--- config.mk ---
export PLATFORM = sky130hd
export DESIGN_NAME = abaud_echo_uart
export DESIGN_NICKNAME = d
export VERILOG_FILES = /design/src/rtl/abaud_pkg.sv /design/src/rtl/abaud_meas.sv /design/src/rtl/abaud_rx.sv /design/src/rtl/abaud_tx.sv /design/src/rtl/abaud_echo_uart.sv
export SDC_FILE = /design/constraint.sdc
export NUM_CORES = 1
export LEC_CHECK = 0
export BUFFER_PORTS_ARGS = -buffer_cell sky130_fd_sc_hd__buf_4
export CORE_ASPECT_RATIO = 2
export CORE_MARGIN = 2
export CORE_UTILIZATION = 35
export CTS_BUF_LIST = sky130_fd_sc_hd__clkbuf_4
export DETAILED_ROUTE_END_ITERATION = 7
export SLEW_MARGIN = 20
export SYNTH_ARGS = -nofsm -noshare
export SYNTH_HDL_FRONTEND = slang
export SYNTH_HIERARCHICAL = 1
export SYNTH_SLANG_ARGS = --single-unit
--- constraint.sdc ---
create_clock -name clk_i -period 3.13 [get_ports clk_i]
set_input_delay 0.1565 -clock clk_i [delete_from_list [all_inputs] [get_ports clk_i]]
set_output_delay 0.1565 -clock clk_i [all_outputs]
set_load 0.1 [all_outputs]
--- src/rtl/abaud_pkg.sv ---
package abaud_pkg;
  localparam logic [7:0] CAL_CHAR = 8'h55;

  typedef enum logic [1:0] {
    M_IDLE,
    M_LOW,
    M_SKIP,
    M_RUN
  } meas_state_e;

  typedef enum logic [1:0] {
    RX_IDLE,
    RX_START,
    RX_DATA,
    RX_STOP
  } rx_state_e;
endpackage

--- src/rtl/abaud_meas.sv ---
module abaud_meas
  import abaud_pkg::*;
#(
  parameter int CNT_W   = 16,
  parameter int MIN_BIT = 16
) (
  input  logic             clk_i,
  input  logic             rst_ni,
  input  logic             rx_i,
  input  logic             rx_fall_i,
  output logic             locked_o,
  output logic [CNT_W-1:0] period_o,
  output logic             rx_en_o,
  output logic             cal_echo_o
);
  localparam int SKIP_W = CNT_W + 4;

  meas_state_e        st_q;
  logic [CNT_W-1:0]   cnt_q;
  logic [SKIP_W-1:0]  skip_q;

  always_ff @(posedge clk_i or negedge rst_ni) begin
    if (!rst_ni) begin
      st_q       <= M_IDLE;
      cnt_q      <= '0;
      skip_q     <= '0;
      locked_o   <= 1'b0;
      period_o   <= '0;
      cal_echo_o <= 1'b0;
    end else begin
      cal_echo_o <= 1'b0;
      case (st_q)
        M_IDLE: if (rx_fall_i) begin
          cnt_q <= CNT_W'(1);
          st_q  <= M_LOW;
        end
        M_LOW: begin
          if (rx_i) begin
            if (cnt_q >= CNT_W'(MIN_BIT)) begin
              period_o <= cnt_q;
              locked_o <= 1'b1;
              // skip the remaining 8 data bits plus half the stop bit
              skip_q   <= ({4'b0, cnt_q} << 3) + ({4'b0, cnt_q} >> 1);
              st_q     <= M_SKIP;
            end else begin
              st_q <= M_IDLE;
            end
          end else if (cnt_q != '1) begin
            cnt_q <= cnt_q + CNT_W'(1);
          end
        end
        M_SKIP: begin
          if (skip_q <= SKIP_W'(1)) begin
            st_q       <= M_RUN;
            cal_echo_o <= 1'b1;
          end else begin
            skip_q <= skip_q - SKIP_W'(1);
          end
        end
        default: st_q <= M_RUN;
      endcase
    end
  end

  assign rx_en_o = (st_q == M_RUN);
endmodule

--- src/rtl/abaud_rx.sv ---
module abaud_rx
  import abaud_pkg::*;
#(
  parameter int CNT_W = 16
) (
  input  logic             clk_i,
  input  logic             rst_ni,
  input  logic             en_i,
  input  logic             rx_i,
  input  logic             rx_fall_i,
  input  logic [CNT_W-1:0] period_i,
  output logic             valid_o,
  output logic [7:0]       data_o,
  output logic             ferr_o
);
  rx_state_e        st_q;
  logic [CNT_W-1:0] cnt_q;
  logic [2:0]       nbit_q;
  logic [7:0]       shreg_q;
  logic [CNT_W-1:0] half;
  logic             bit_end;

  assign half    = period_i >> 1;
  assign bit_end = (cnt_q == period_i - CNT_W'(1));

  always_ff @(posedge clk_i or negedge rst_ni) begin
    if (!rst_ni) begin
      st_q    <= RX_IDLE;
      cnt_q   <= '0;
      nbit_q  <= '0;
      shreg_q <= '0;
      valid_o <= 1'b0;
      data_o  <= '0;
      ferr_o  <= 1'b0;
    end else begin
      valid_o <= 1'b0;
      ferr_o  <= 1'b0;
      case (st_q)
        RX_IDLE: if (en_i && rx_fall_i) begin
          cnt_q <= '0;
          st_q  <= RX_START;
        end
        RX_START: begin
          if (cnt_q == half - CNT_W'(1)) begin
            cnt_q  <= '0;
            nbit_q <= '0;
            // a start bit gone high at mid-bit is a glitch
            st_q   <= rx_i ? RX_IDLE : RX_DATA;
          end else begin
            cnt_q <= cnt_q + CNT_W'(1);
          end
        end
        RX_DATA: begin
          if (bit_end) begin
            cnt_q   <= '0;
            shreg_q <= {rx_i, shreg_q[7:1]};
            if (nbit_q == 3'd7) st_q <= RX_STOP;
            else nbit_q <= nbit_q + 3'd1;
          end else begin
            cnt_q <= cnt_q + CNT_W'(1);
          end
        end
        default: begin
          if (bit_end) begin
            cnt_q <= '0;
            st_q  <= RX_IDLE;
            if (rx_i) begin
              valid_o <= 1'b1;
              data_o  <= shreg_q;
            end else begin
              ferr_o <= 1'b1;
            end
          end else begin
            cnt_q <= cnt_q + CNT_W'(1);
          end
        end
      endcase
    end
  end
endmodule

--- src/rtl/abaud_tx.sv ---
module abaud_tx #(
  parameter int CNT_W = 16
) (
  input  logic             clk_i,
  input  logic             rst_ni,
  input  logic             start_i,
  input  logic [7:0]       data_i,
  input  logic [CNT_W-1:0] period_i,
  output logic             tx_o
);
  localparam int FRAME_W = 10;

  logic               busy_q;
  logic [FRAME_W-1:0] shreg_q;
  logic [CNT_W-1:0]   cnt_q;
  logic [3:0]         nbit_q;

  always_ff @(posedge clk_i or negedge rst_ni) begin
    if (!rst_ni) begin
      busy_q  <= 1'b0;
      shreg_q <= '1;
      cnt_q   <= '0;
      nbit_q  <= '0;
    end else if (!busy_q) begin
      if (start_i) begin
        shreg_q <= {1'b1, data_i, 1'b0};
        busy_q  <= 1'b1;
        cnt_q   <= '0;
        nbit_q  <= '0;
      end
    end else if (cnt_q == period_i - CNT_W'(1)) begin
      cnt_q   <= '0;
      shreg_q <= {1'b1, shreg_q[FRAME_W-1:1]};
      if (nbit_q == 4'(FRAME_W - 1)) busy_q <= 1'b0;
      else nbit_q <= nbit_q + 4'd1;
    end else begin
      cnt_q <= cnt_q + CNT_W'(1);
    end
  end

  assign tx_o = busy_q ? shreg_q[0] : 1'b1;
endmodule

--- src/rtl/abaud_echo_uart.sv ---
module abaud_echo_uart
  import abaud_pkg::*;
#(
  parameter int CNT_W       = 16,
  parameter int MIN_BIT     = 16,
  parameter int SYNC_STAGES = 2
) (
  input  logic             clk_i,
  input  logic             rst_ni,
  input  logic             rx_i,
  output logic             tx_o,
  output logic             locked_o,
  output logic [CNT_W-1:0] bit_period_o,
  output logic             rx_valid_o,
  output logic [7:0]       rx_data_o,
  output logic             frame_err_o
);
  logic [SYNC_STAGES-1:0] sync_q;
  logic                   rx_prev_q;
  logic                   rx_s;
  logic                   rx_fall;
  logic                   rx_en;
  logic                   cal_echo;
  logic                   tx_start;
  logic [7:0]             tx_data;

  always_ff @(posedge clk_i or negedge rst_ni) begin
    if (!rst_ni) begin
      sync_q    <= '1;
      rx_prev_q <= 1'b1;
    end else begin
      sync_q    <= {sync_q[SYNC_STAGES-2:0], rx_i};
      rx_prev_q <= rx_s;
    end
  end

  assign rx_s    = sync_q[SYNC_STAGES-1];
  assign rx_fall = rx_prev_q & ~rx_s;

  abaud_meas #(.CNT_W(CNT_W), .MIN_BIT(MIN_BIT)) u_meas (
    .clk_i      (clk_i),
    .rst_ni     (rst_ni),
    .rx_i       (rx_s),
    .rx_fall_i  (rx_fall),
    .locked_o   (locked_o),
    .period_o   (bit_period_o),
    .rx_en_o    (rx_en),
    .cal_echo_o (cal_echo)
  );

  abaud_rx #(.CNT_W(CNT_W)) u_rx (
    .clk_i     (clk_i),
    .rst_ni    (rst_ni),
    .en_i      (rx_en),
    .rx_i      (rx_s),
    .rx_fall_i (rx_fall),
    .period_i  (bit_period_o),
    .valid_o   (rx_valid_o),
    .data_o    (rx_data_o),
    .ferr_o    (frame_err_o)
  );

  assign tx_start = cal_echo | rx_valid_o;
  assign tx_data  = cal_echo ? CAL_CHAR : rx_data_o;

  abaud_tx #(.CNT_W(CNT_W)) u_tx (
    .clk_i    (clk_i),
    .rst_ni   (rst_ni),
    .start_i  (tx_start),
    .data_i   (tx_data),
    .period_i (bit_period_o),
    .tx_o     (tx_o)
  );
endmodule

# [After elaboration in Yosys (flattened, before gate mapping)]
# Index checks and enable logic that the tools add are counted.
[word_totals] word_cells=130 inputBits=3 ff_bits=129 out_inout_bits=28
[op_classes] magnitude_cmp=2 mux=52 n_reduce_logical=19 n_bitwise=4 addsub=9 eq_ne=25
[ops] operator="2-to-1 mux 16 bit" count=9
[ops] operator="one-hot mux 16 bit (2 select lines)" count=2
[ops] operator="2-to-1 mux 20 bit" count=3
[ops] operator="adder 16 x 1 -> 16 bit, second input constant" count=3
[ops] operator="== test 16 bit" count=3
[ops] operator="one-hot mux 20 bit (2 select lines)" count=1
[ops] operator="2-to-1 mux 10 bit" count=3
[ops] operator="adder 19 x 15 -> 20 bit" count=1
[ops] operator="<= comparator 20 x 1 -> 1 bit, second input constant" count=1
[ops] operator="2-to-1 mux 2 bit" count=10
[ops] operator="subtractor 20 x 1 -> 20 bit, second input constant" count=1
[ops] operator="greater-or-equal comparator 16 x 5 -> 1 bit, second input constant" count=1
[ops] operator="2-to-1 mux 4 bit" count=4
[ops] operator="!= test 16 bit, second input constant" count=1
[ops] operator="!= test 2 x 1 -> 1 bit, second input constant" count=8
[ops] operator="subtractor 15 x 1 -> 16 bit, second input constant" count=1
[ops] operator="subtractor 16 x 1 -> 16 bit, second input constant" count=1
[ops] operator="2-to-1 mux 1 bit" count=13
[ops] operator="!= test 2 bit, second input constant" count=6
[ops] operator="one-hot mux 2 bit (3 select lines)" count=2
[ops] operator="AND reduction 3 bit" count=4
[ops] operator="AND reduction 4 bit" count=3
[ops] operator="2-to-1 mux 3 bit" count=3
[ops] operator="2-to-1 mux 8 bit" count=1
[ops] operator="17 further kinds" count=26

# [Logic depth before layout (Yosys ltp)]
# Gate-level depths: netlist (run 1).
[logic_depth] depth_word=5 depth_mapped=11 ltp_nobuf=9

# [By module]
# The synthesis (run 1) kept the hierarchy.
[modules_own_cells] mod="abaud_meas" cells_per_inst=404 n_inst=1 area_per_inst_um2=3487.1
[modules_own_cells] mod="abaud_rx" cells_per_inst=357 n_inst=1 area_per_inst_um2=3181.8
[modules_own_cells] mod="abaud_tx" cells_per_inst=272 n_inst=1 area_per_inst_um2=2318.5
[modules_own_cells] mod="abaud_echo_uart" cells_per_inst=13 n_inst=1 area_per_inst_um2=141.4

# [Worst setup path before layout (run 1)]
# OpenSTA, ideal clock, no wires.
[synth_timing] path_type="register to register" start="register u_meas.period_o[0]" end="register u_rx.shreg_q[0]" slack_ps=-402 arrival_time_ps=3408 period_less_slack_ps=3532 t_required_ps=3005 path_buffers=1 stages_incl_launch_ff=11 path_cell_list="dfrtp_1 buf_4 inv_1 ha_1 or3b_1 nor3_1 mux2i_1 a21oi_1 nor4_4 nand2_2 mux2_2"
[synth_between] elab_chain_len=3
[synth_rtl] item="start: declaration" line_no="abaud_meas.sv:12" rtl="output logic [CNT_W-1:0] period_o,"
[synth_rtl] item="start signal: assignment" line_no="abaud_meas.sv:40" rtl="period_o <= cnt_q;"
[synth_rtl] item="subtractor 16 x 1 -> 16 bit" line_no="abaud_rx.sv:24" rtl="assign bit_end = (cnt_q == period_i - CNT_W'(1));"
[synth_rtl] item="== test 16 bit" line_no="abaud_rx.sv:24"
[synth_rtl] item="AND reduction 2 bit (no line)"
[synth_rtl] item="end signal: assignment" line_no="abaud_rx.sv:56" rtl="shreg_q <= {rx_i, shreg_q[7:1]};"
[synth_rtl] item="end: declaration" line_no="abaud_rx.sv:19" rtl="logic [7:0] shreg_q;"
# Every way passes these cells.
# A chain may end at the register's enable or synchronous reset.

# [Worst setup path after layout (run 1)]
[layout_timing] start="register u_meas.period_o[0]" end="register u_rx.shreg_q[1]"
# Same word-level chain as after synthesis.

==> flow_summary.json, run 1 <==
{
  "comb_power_share": 0.199,
  "met2WireLength_um": 14700,
  "synth-async-reset-ratio": 1.00,
  "synth_cell_types": 86,
  "clkSinkCount": 128,
  "dp_hpwl_um": 20000,
  "fillCellCount": 2595,
  "yosysSeqAreaShare": 0.353,
  "clk_pin_slew_ns": 0.13,
  "internal_power_mw": 2.43,
  "maxSlewHeadroom": 0.442,
  "grt_pass1_wl_um": 42700,
  "fmax_mhz": 330,
  "drive_gt1_frac": 0.187,
  "ant_nets": 0,
  "cts-buffers-inserted": 17,
  "drt-initial-drc-count": 589,
  "period_share": 0.967,
  "fin_nets": 1128,
  "wirelength_met1_um": 9510,
  "drtPass1Iterations": 4,
  "cts_root_buffer": "clkbuf_4",
  "finalMaxSlewViolations": 0,
  "grt_use_total": 0.198,
  "setup-tns-final_ns": 0,
  "power_frac_seq": 0.498,
  "io_buffers": 30,
  "min_path_type": "input pin to async pin",
  "period_minus_slack_ns": 3.03,
  "clock_path_buffers": 2,
  "powerDensity_nw_per_um2": 351,
  "mostFrequentLayoutCells": "nand2_1 (120), dfrtp_1 (103), buf_4 (87)",
  "wl_met3_um": 815,
  "synth-seq-cells": 128,
  "finalHoldViolations": 0,
  "grt_pass1_vias": 8215,
  "grt_start_max_net_pins": 84,
  "antenna_found_initial": 1,
  "final_common_cell": "nand2_1",
  "critPathArrivalTime_ns": 3.51,
  "ys.flop_type": "dfrtp_1",
  "clock_skew_ns": 0.0314,
  "placed_cells_incl_taps": 1415,
  "ir_worst_vdd_mv": 0.226,
  "outcome": "finished clean",
  "die_h_um": 232,
  "synth_nets": 1075,
  "overflow": 0,
  "htree_levels": 4,
  "io_pins": 31,
  "critPathRequiredTime_ns": 3.61,
  "initial_core_util": 0.356,
  "critical_path.startpoint_type": "flip-flop",
  "drc": 0,
  "top_layer": "met4",
  "area_growth_pct": 14.0,
  "finalNonFillerCells": 1454,
  "cp-end-kind": "flip-flop",
  "cts_tree": "done",
  "finalSetupViolCount": 0,
  "route.vias.total": 8074,
  "worstMarginPinSlew_ns": 0.837,
  "coreArea_um2": 25700,
  "rows": 83,
  "detail_route.wl_per_cell_um": 18.3,
  "p_sw_mw": 1.23,
  "dieWidth_um": 118,
  "netlist_area_um2": 9130,
  "synth_warnings": 6,
  "pwr-share-clk": 0.302,
  "via_per_inst": 5.55,
  "synth-edff-count": 0,
  "wl_um": 26600,
  "postSynthAreaPerCell_um2": 8.73,
  "power_mw": 3.66,
  "synthCells": 1046,
  "critPathKind": "flip-flop to flip-flop",
  "p_sw_frac": 0.337,
  "cap_violations": 0,
  "dieArea_um2": 27500,
  "clk_latency_ns": 0.59,
  "path_max_fanout": 8,
  "gp_congestion": 0.944,
  "p_leak_nw": 4.59
}
final cells by class:
cell class / count / area, um2 / area share
Timing Repair Buffer: 92 / 724 / 0.0696
Sequential cell: 128 / 3240 / 0.311
Antenna cell: 2 / 5.00 / 0.000481
Tap cell: 340 / 425 / 0.0409
Multi-Input combinational cell: 828 / 5630 / 0.541
Clock buffer: 17 / 128 / 0.0123
Clock inverter: 15 / 135 / 0.0130
Inverter: 32 / 123 / 0.0118
registers in the layout, summed over array words and instances, names as in the netlist, 2 cells and up:
signal	cells
u_rx/nbit_q	3
u_rx/data_o	8
u_rx/cnt_q	16
u_meas/cnt_q	16
u_tx/nbit_q	4
u_tx/cnt_q	16
u_meas/st_q	2
u_tx/shreg_q	9
u_meas/skip_q	20
sync_q	2
u_rx/st_q	2
u_meas/period_o	16
u_rx/shreg_q	8
critical path: stages (launching register included):
cell and delay (ns):
dfrtp_4 0.55, buf_4 0.19, or4b_4 0.55, a32o_1 0.24, nor4_2 0.15, nand4b_1 0.22, nor4_4 0.33, buf_4 0.19
nand2_2 0.14, mux2_4 0.35
Yosys cell counts, types with 15 or more instances:
cell | instances | area, um2
nand2b_1 | 31 | 194
mux2i_1 | 17 | 170
o21ai_0 | 54 | 270
nor2_1 | 75 | 282
xnor2_1 | 58 | 508
xor2_1 | 48 | 420
mux2_2 | 16 | 180
inv_1 | 32 | 120
nor2b_1 | 18 | 113
ha_1 | 25 | 313
clkbuf_1 | 36 | 135
nand4_1 | 24 | 150
nand2_1 | 120 | 450
nor3_1 | 34 | 170
nor4_1 | 19 | 119
and3_1 | 15 | 93.8
a21oi_1 | 41 | 205
dfrtp_1 | 116 | 2900
nand3_1 | 39 | 195
layer usage:
layer | vias to the layer above | track usage
li1 | 3892 | -
met1 | 3892 | 0.196
met2 | 201 | 0.375
met3 | 89 | 0.0341
met4 | 0 | 0.125
met5 | - | 0
path summary, 6_finish.rpt:
path	startpoint	endpoint	slack (ns)	cells after the start
max	u_meas/period_o[0]	u_rx/shreg_q[1]	0.10	9
max in group asynchronous	rst_ni	rx_prev_q	2.20	3
min in group clk_i	rx_i	sync_q[0]	0.23	2
min	rst_ni	u_meas/skip_q[3]	0.12	2
max reg2reg	u_meas/period_o[0]	u_rx/shreg_q[1]	0.10	9
min reg2reg	sync_q[0]	sync_q[1]	0.36	0
power by group through the flow:
stage	registers (mW)	logic, mW	clock network (mW)
5_1_grt	1.84	0.794	1.22
6_report	1.82	0.729	1.11
3_3_place_gp	1.85	0.707	0
2_1_floorplan	1.84	0.503	0
3_5_place_dp	1.85	0.720	0
4_1_cts	1.82	0.723	1.15
cell families (layout without fill, tap and decap cells):
group                      count (synthesis)  in the layout  synth area share
AOI/OAI and AO/OA                        204            204             0.150
buffers and inverters                     90            156            0.0425
and+or+nand+nor                          459            459             0.278
adders and majority gates                 26             26            0.0365
other                                      0              2                 0
DFF                                      128            128             0.353
muxes                                     33             33            0.0384
xor gates and xnor gates                 106            106             0.102
through the flow:
stage	instance area [um2]	utilization	hold WS (ns)	worst slack (ns)
after floorplan	9200	-	-0.139	0.0152
after global placement	10000	0.391	0.268	0.0163
after CTS	10300	0.402	0.167	0.0544
final	10400	0.406	0.123	0.102
after detailed placement	10000	0.391	0.272	0.0680
after global routing	10400	0.406	0.199	-0.0401
timing repair:
item,CTS,global route
endpoints found under the setup margin,1,37
setup buffers,0,4
hold buffers,2,0
pin swaps,0,5
resized for setup,1,15
hold endpoints to repair,74,0
gates cloned,0,0
Note: power is estimated with default switching activity, not from simulation.
==> run 2, diff against run 1 <==
--- a/config.mk
+++ b/config.mk
@@ -8,9 +8,10 @@
 export BUFFER_PORTS_ARGS = -buffer_cell sky130_fd_sc_hd__buf_4
 export CORE_ASPECT_RATIO = 2
 export CORE_MARGIN = 2
-export CORE_UTILIZATION = 35
+export CORE_UTILIZATION = 59
 export CTS_BUF_LIST = sky130_fd_sc_hd__clkbuf_4
 export DETAILED_ROUTE_END_ITERATION = 7
+export PLACE_DENSITY = 0.79
 export SLEW_MARGIN = 20
 export SYNTH_ARGS = -nofsm -noshare
 export SYNTH_HDL_FRONTEND = slang
==> run 2 against run 1 <==
Net effect:
- clock skew shrank 0.0073 ns
- combinational power shrank 4.8%
- hold slack gained 0.089 ns
- count of clock-buffer cells in the layout is the same
- wire length shrank 7.6%
- register-to-register slack is essentially flat
- die area shrank 40%
==> flow_summary.json, run 2 (synthesis results as in run 1) <==
{
  "wl_um": 24500,
  "powerDensity_nw_per_um2": 362,
  "initial_core_util": 0.600,
  "ant_nets": 0,
  "io_pins": 31,
  "antenna_found_initial": 1,
  "fin_nets": 1121,
  "maxSlewHeadroom": 0.384,
  "power_mw": 3.68,
  "period_minus_slack_ns": 3.03,
  "outcome": "finished clean",
  "clock_skew_ns": 0.0240,
  "htree_levels": 4,
  "critPathArrivalTime_ns": 3.46,
  "coreArea_um2": 15200,
  "rr_worst_depth": 10,
  "drc": 0,
  "cts_root_buffer": "clkbuf_4",
  "cap_violations": 0,
  "grt_pass1_wl_um": 40200,
  "worstMarginPinSlew_ns": 0.923,
  "grt_pass1_vias": 8209,
  "detail_route.wl_per_cell_um": 18.8,
  "die_h_um": 180,
  "gp_congestion": 0.936,
  "critPathKind": "flip-flop to flip-flop",
  "route.vias.total": 8308,
  "path_max_fanout": 8,
  "cp-end-kind": "flip-flop",
  "p_leak_nw": 4.58,
  "clk_latency_ns": 0.56,
  "finalSetupViolCount": 0,
  "clock_path_buffers": 2,
  "area_growth_pct": 11.4,
  "via_per_inst": 6.37,
  "period_share": 0.967,
  "finalHoldViolations": 0,
  "rows": 64,
  "finalMaxSlewViolations": 0,
  "largest_reg_flops": 20,
  "dp_hpwl_um": 18000,
  "rsz0062_at_grt": "false",
  "drtPass1Iterations": 5,
  "placed_cell_area_um2": 9820,
  "grt_start_max_net_pins": 98,
  "clk_pin_slew_ns": 0.13,
  "dieArea_um2": 16500,
  "placed_cells_incl_taps": 1268,
  "cts_tree": "done",
  "ir_worst_vdd_mv": 0.263,
  "mostFrequentLayoutCells": "nand2_1 (120), dfrtp_1 (103), buf_4 (79)",
  "final_common_cell": "nand2_1",
  "drive_gt1_frac": 0.177,
  "overflow": 0,
  "final_area_um2": 10200,
  "finalNonFillerCells": 1304,
  "clkSinkCount": 128,
  "fmax_mhz": 330,
  "top_register": "u_meas/skip_q",
  "min_path_type": "input pin to async pin",
  "drt-initial-drc-count": 490,
  "finalHoldWorstSlack_ns": 0.212,
  "io_buffers": 30,
  "grt_use_total": 0.305,
  "dieWidth_um": 92.0,
  "cts-buffers-inserted": 17,
  "critPathRequiredTime_ns": 3.56,
  "critical_path.startpoint_type": "flip-flop"
}
## run 2: final timing paths
kind	end	from	slack (ns)
max reg2reg	u_rx/shreg_q[3]	u_meas/period_o[1]	0.10
min in group clk_i	sync_q[0]	rx_i	0.26
max in group asynchronous	sync_q[1]	rst_ni	2.16
max	u_rx/shreg_q[3]	u_meas/period_o[1]	0.10
min reg2reg	sync_q[1]	sync_q[0]	0.37
min	u_meas/locked_o	rst_ni	0.21
## run 2: cell type report
class | count | area, um2
timing repair buffer | 85 | 676
antenna | 1 | 2.50
inverter | 32 | 123
clock buffer | 17 | 128
sequential | 128 | 3240
tap | 198 | 248
multi-input combinational | 828 | 5600
fill | 1257 | 5040
clock inverter | 15 | 149
## run 2: metrics by stage
stage	setup TNS, ns	util	setup slack (ns)
global route	0	0.669	0.0150
detailed placement	-0.00552	0.645	-0.00552
global placement	0	0.645	0.0234
finish	0	0.669	0.104
floorplan	0	-	0.0152
CTS	0	0.665	0.0106
## run 2: per-layer routing
metal / track usage / vias to the layer above / share of wire
li1: - / 3875 / -
met1: 0.325 / 4045 / 0.36
met2: 0.551 / 295 / 0.53
met3: 0.0465 / 93 / 0.045
met4: 0.189 / 0 / 0.061
met5: 0 / - / 0
## run 2: worst max-delay path, cell delays in order (launching register included)
cell and delay, ns:
dfrtp_4 0.56, inv_4 0.10, ha_4 0.15, or3b_4 0.42, or4_1 0.51, a32o_1 0.27
a21oi_2 0.19, nor4_4 0.07, buf_6 0.16, nand2_4 0.13, mux2_2 0.35
## run 2: repair_timing
item | in CTS | in global routing
endpoints found under the setup margin | 3 | 39
pin swaps | 0 | 2
resized for setup | 2 | 8
hold buffers | 2 | 0
buffers inserted | 0 | 1
hold endpoints to repair | 88 | 0
## run 2: report_power, final
part	internal [mW]	total [mW]	switching [mW]
clock	0.421	1.14	0.720
combinational	0.268	0.694	0.425
sequential	1.75	1.85	0.0931
==> run 3, diff against run 2 <==
--- a/config.mk
+++ b/config.mk
@@ -11,6 +11,7 @@
 export CORE_UTILIZATION = 59
 export CTS_BUF_LIST = sky130_fd_sc_hd__clkbuf_4
 export DETAILED_ROUTE_END_ITERATION = 7
+export MAX_ROUTING_LAYER = met4
 export PLACE_DENSITY = 0.79
 export SLEW_MARGIN = 20
 export SYNTH_ARGS = -nofsm -noshare
==> run 3 against run 2 <==
Net effect:
- combinational power rose by 1%
- final area about the same
- clock skew down 0.0030 ns
- global-route usage increased by 0.57 points
- non-clock buffer count up 3
- hold slack improved by 0.033 ns
- register-to-register slack about the same
- wire length rose by 0.45%
- first-iteration DRC count up 27%
- largest cell class unchanged
- critical path type unchanged
==> flow_summary.json, run 3 (synthesis results as in run 1) <==
{
  "outcome": "finished clean",
  "p_leak_nw": 4.59,
  "top_register": "u_meas/skip_q",
  "drt-initial-drc-count": 620,
  "layout_setup_ws_ns": 0.113,
  "cp-end-kind": "flip-flop",
  "dieArea_um2": 16500,
  "grt_start_max_net_pins": 93,
  "clk_pin_slew_ns": 0.11,
  "io_pins": 31,
  "grt_pass1_wl_um": 40100,
  "cts_tree": "done",
  "grt_pass1_vias": 8190,
  "cts-buffers-inserted": 17,
  "route.vias.total": 8368,
  "rsz0062_at_grt": "false",
  "gp_congestion": 0.965,
  "fmax_mhz": 331,
  "drtPass1Iterations": 5,
  "mostFrequentLayoutCells": "nand2_1 (120), dfrtp_1 (103), buf_4 (84)",
  "critPathKind": "flip-flop to flip-flop",
  "path_max_fanout": 8,
  "multiInputGateArea_um2": 5600,
  "antenna_found_initial": 1,
  "grt_use_total": 0.311,
  "die_h_um": 180,
  "drc": 0,
  "clock_path_buffers": 2,
  "io_buffers": 30,
  "powerDensity_nw_per_um2": 364,
  "clock_skew_ns": 0.0211,
  "area_growth_pct": 11.5,
  "dp_worst_setup_slack_ns": 0.0186,
  "via_per_inst": 6.40,
  "finalHoldViolations": 0,
  "dieWidth_um": 92.0,
  "cap_violations": 0,
  "maxSlewHeadroom": 0.437,
  "detail_route.wl_per_cell_um": 18.9,
  "critical_path.startpoint_type": "flip-flop",
  "critPathRequiredTime_ns": 3.57,
  "critPathArrivalTime_ns": 3.45,
  "drive_gt1_frac": 0.179,
  "finalNonFillerCells": 1307,
  "dp_hpwl_um": 18100,
  "htree_levels": 4,
  "clkSinkCount": 128,
  "finalMaxSlewViolations": 0,
  "placed_cells_incl_taps": 1271,
  "ant_nets": 0,
  "coreArea_um2": 15200,
  "period_minus_slack_ns": 3.02,
  "power_mw": 3.71,
  "wl_um": 24700,
  "fillCellCount": 1296,
  "overflow": 0,
  "min_path_type": "input pin to async pin",
  "fin_nets": 1124,
  "cts_root_buffer": "clkbuf_4",
  "largest_reg_flops": 20,
  "finalSetupViolCount": 0,
  "clk_latency_ns": 0.56,
  "worstMarginPinSlew_ns": 0.844,
  "final_common_cell": "nand2_1",
  "seq_area_um2": 3240,
  "initial_core_util": 0.600,
  "rows": 64,
  "setup-tns-final_ns": 0,
  "period_share": 0.964,
  "ir_worst_vdd_mv": 0.275
}
==> run 3: cell count changes in the layout (fill, tap and decap cells not counted), sizes merged <==
cell	previous run	this run
clkinvlp	1	2
clkinv	4	6
buf	83	86
clkbuf	17	18
bufinv	1	2
inv	41	36
==> run 3: area by class of cell <==
class,instances,area share
Antenna cell,1,0.000246
Clock buffer,18,0.0133
Clock inverter,14,0.0155
Inverter,32,0.0120
Multi-Input combinational cell,828,0.550
Sequential cell,128,0.319
Tap cell,198,0.0243
Timing Repair Buffer,88,0.0661
==> run 3: routing by layer <==
metal  vias up  global-route usage  wire (um)
met5         -                   -          0
met4         0               0.187       1580
met3       116              0.0499       1170
met1      4064               0.327       9000
li1       3874                   -          -
met2       314               0.537      12900
==> run 3: report_power, final <==
group | internal [mW] | switching [mW]
sequential | 1.75 | 0.0783
clock | 0.496 | 0.681
combinational | 0.269 | 0.432
==> run 3: path summary, 6_finish.rpt <==
path                       cells after the start         endpoint  slack [ns]               start
setup / recovery                              10  u_rx/shreg_q[5]        0.11  u_meas/period_o[1]
hold / removal                                 2  u_meas/locked_o        0.24              rst_ni
setup reg to reg                              10  u_rx/shreg_q[5]        0.11  u_meas/period_o[1]
hold reg to reg                                0        sync_q[1]        0.36           sync_q[0]
max in group asynchronous                      3        sync_q[0]        2.02              rst_ni
min in group clk_i                             2        sync_q[0]        0.26                rx_i
==> run 3: timing repair <==
action / CTS / global route
resized for setup: 0 / 7
hold endpoints to repair: 81 / 0
endpoints found under the setup margin: 0 / 29
buffers inserted: 0 / 1
hold buffers: 2 / 0
==> run 3: metrics by stage <==
step	hold WS, ns	cell area (um2)	util
3_5_place_dp	0.266	9810	0.645
6_report	0.245	10200	0.669
5_1_grt	0.240	10200	0.669
4_1_cts	0.220	10100	0.666
3_3_place_gp	0.266	9810	0.645
2_1_floorplan	-0.139	9200	-
==> run 3: worst max-delay path, cell delays in order (launching register included) <==
cell,delay [ns]
dfrtp_4,0.54
inv_4,0.09
ha_4,0.15
or3b_4,0.42
or4_1,0.52
a32o_1,0.27
a21oi_2,0.21
nor4_4,0.06
buf_6,0.17
nand2_4,0.13
mux2_2,0.35
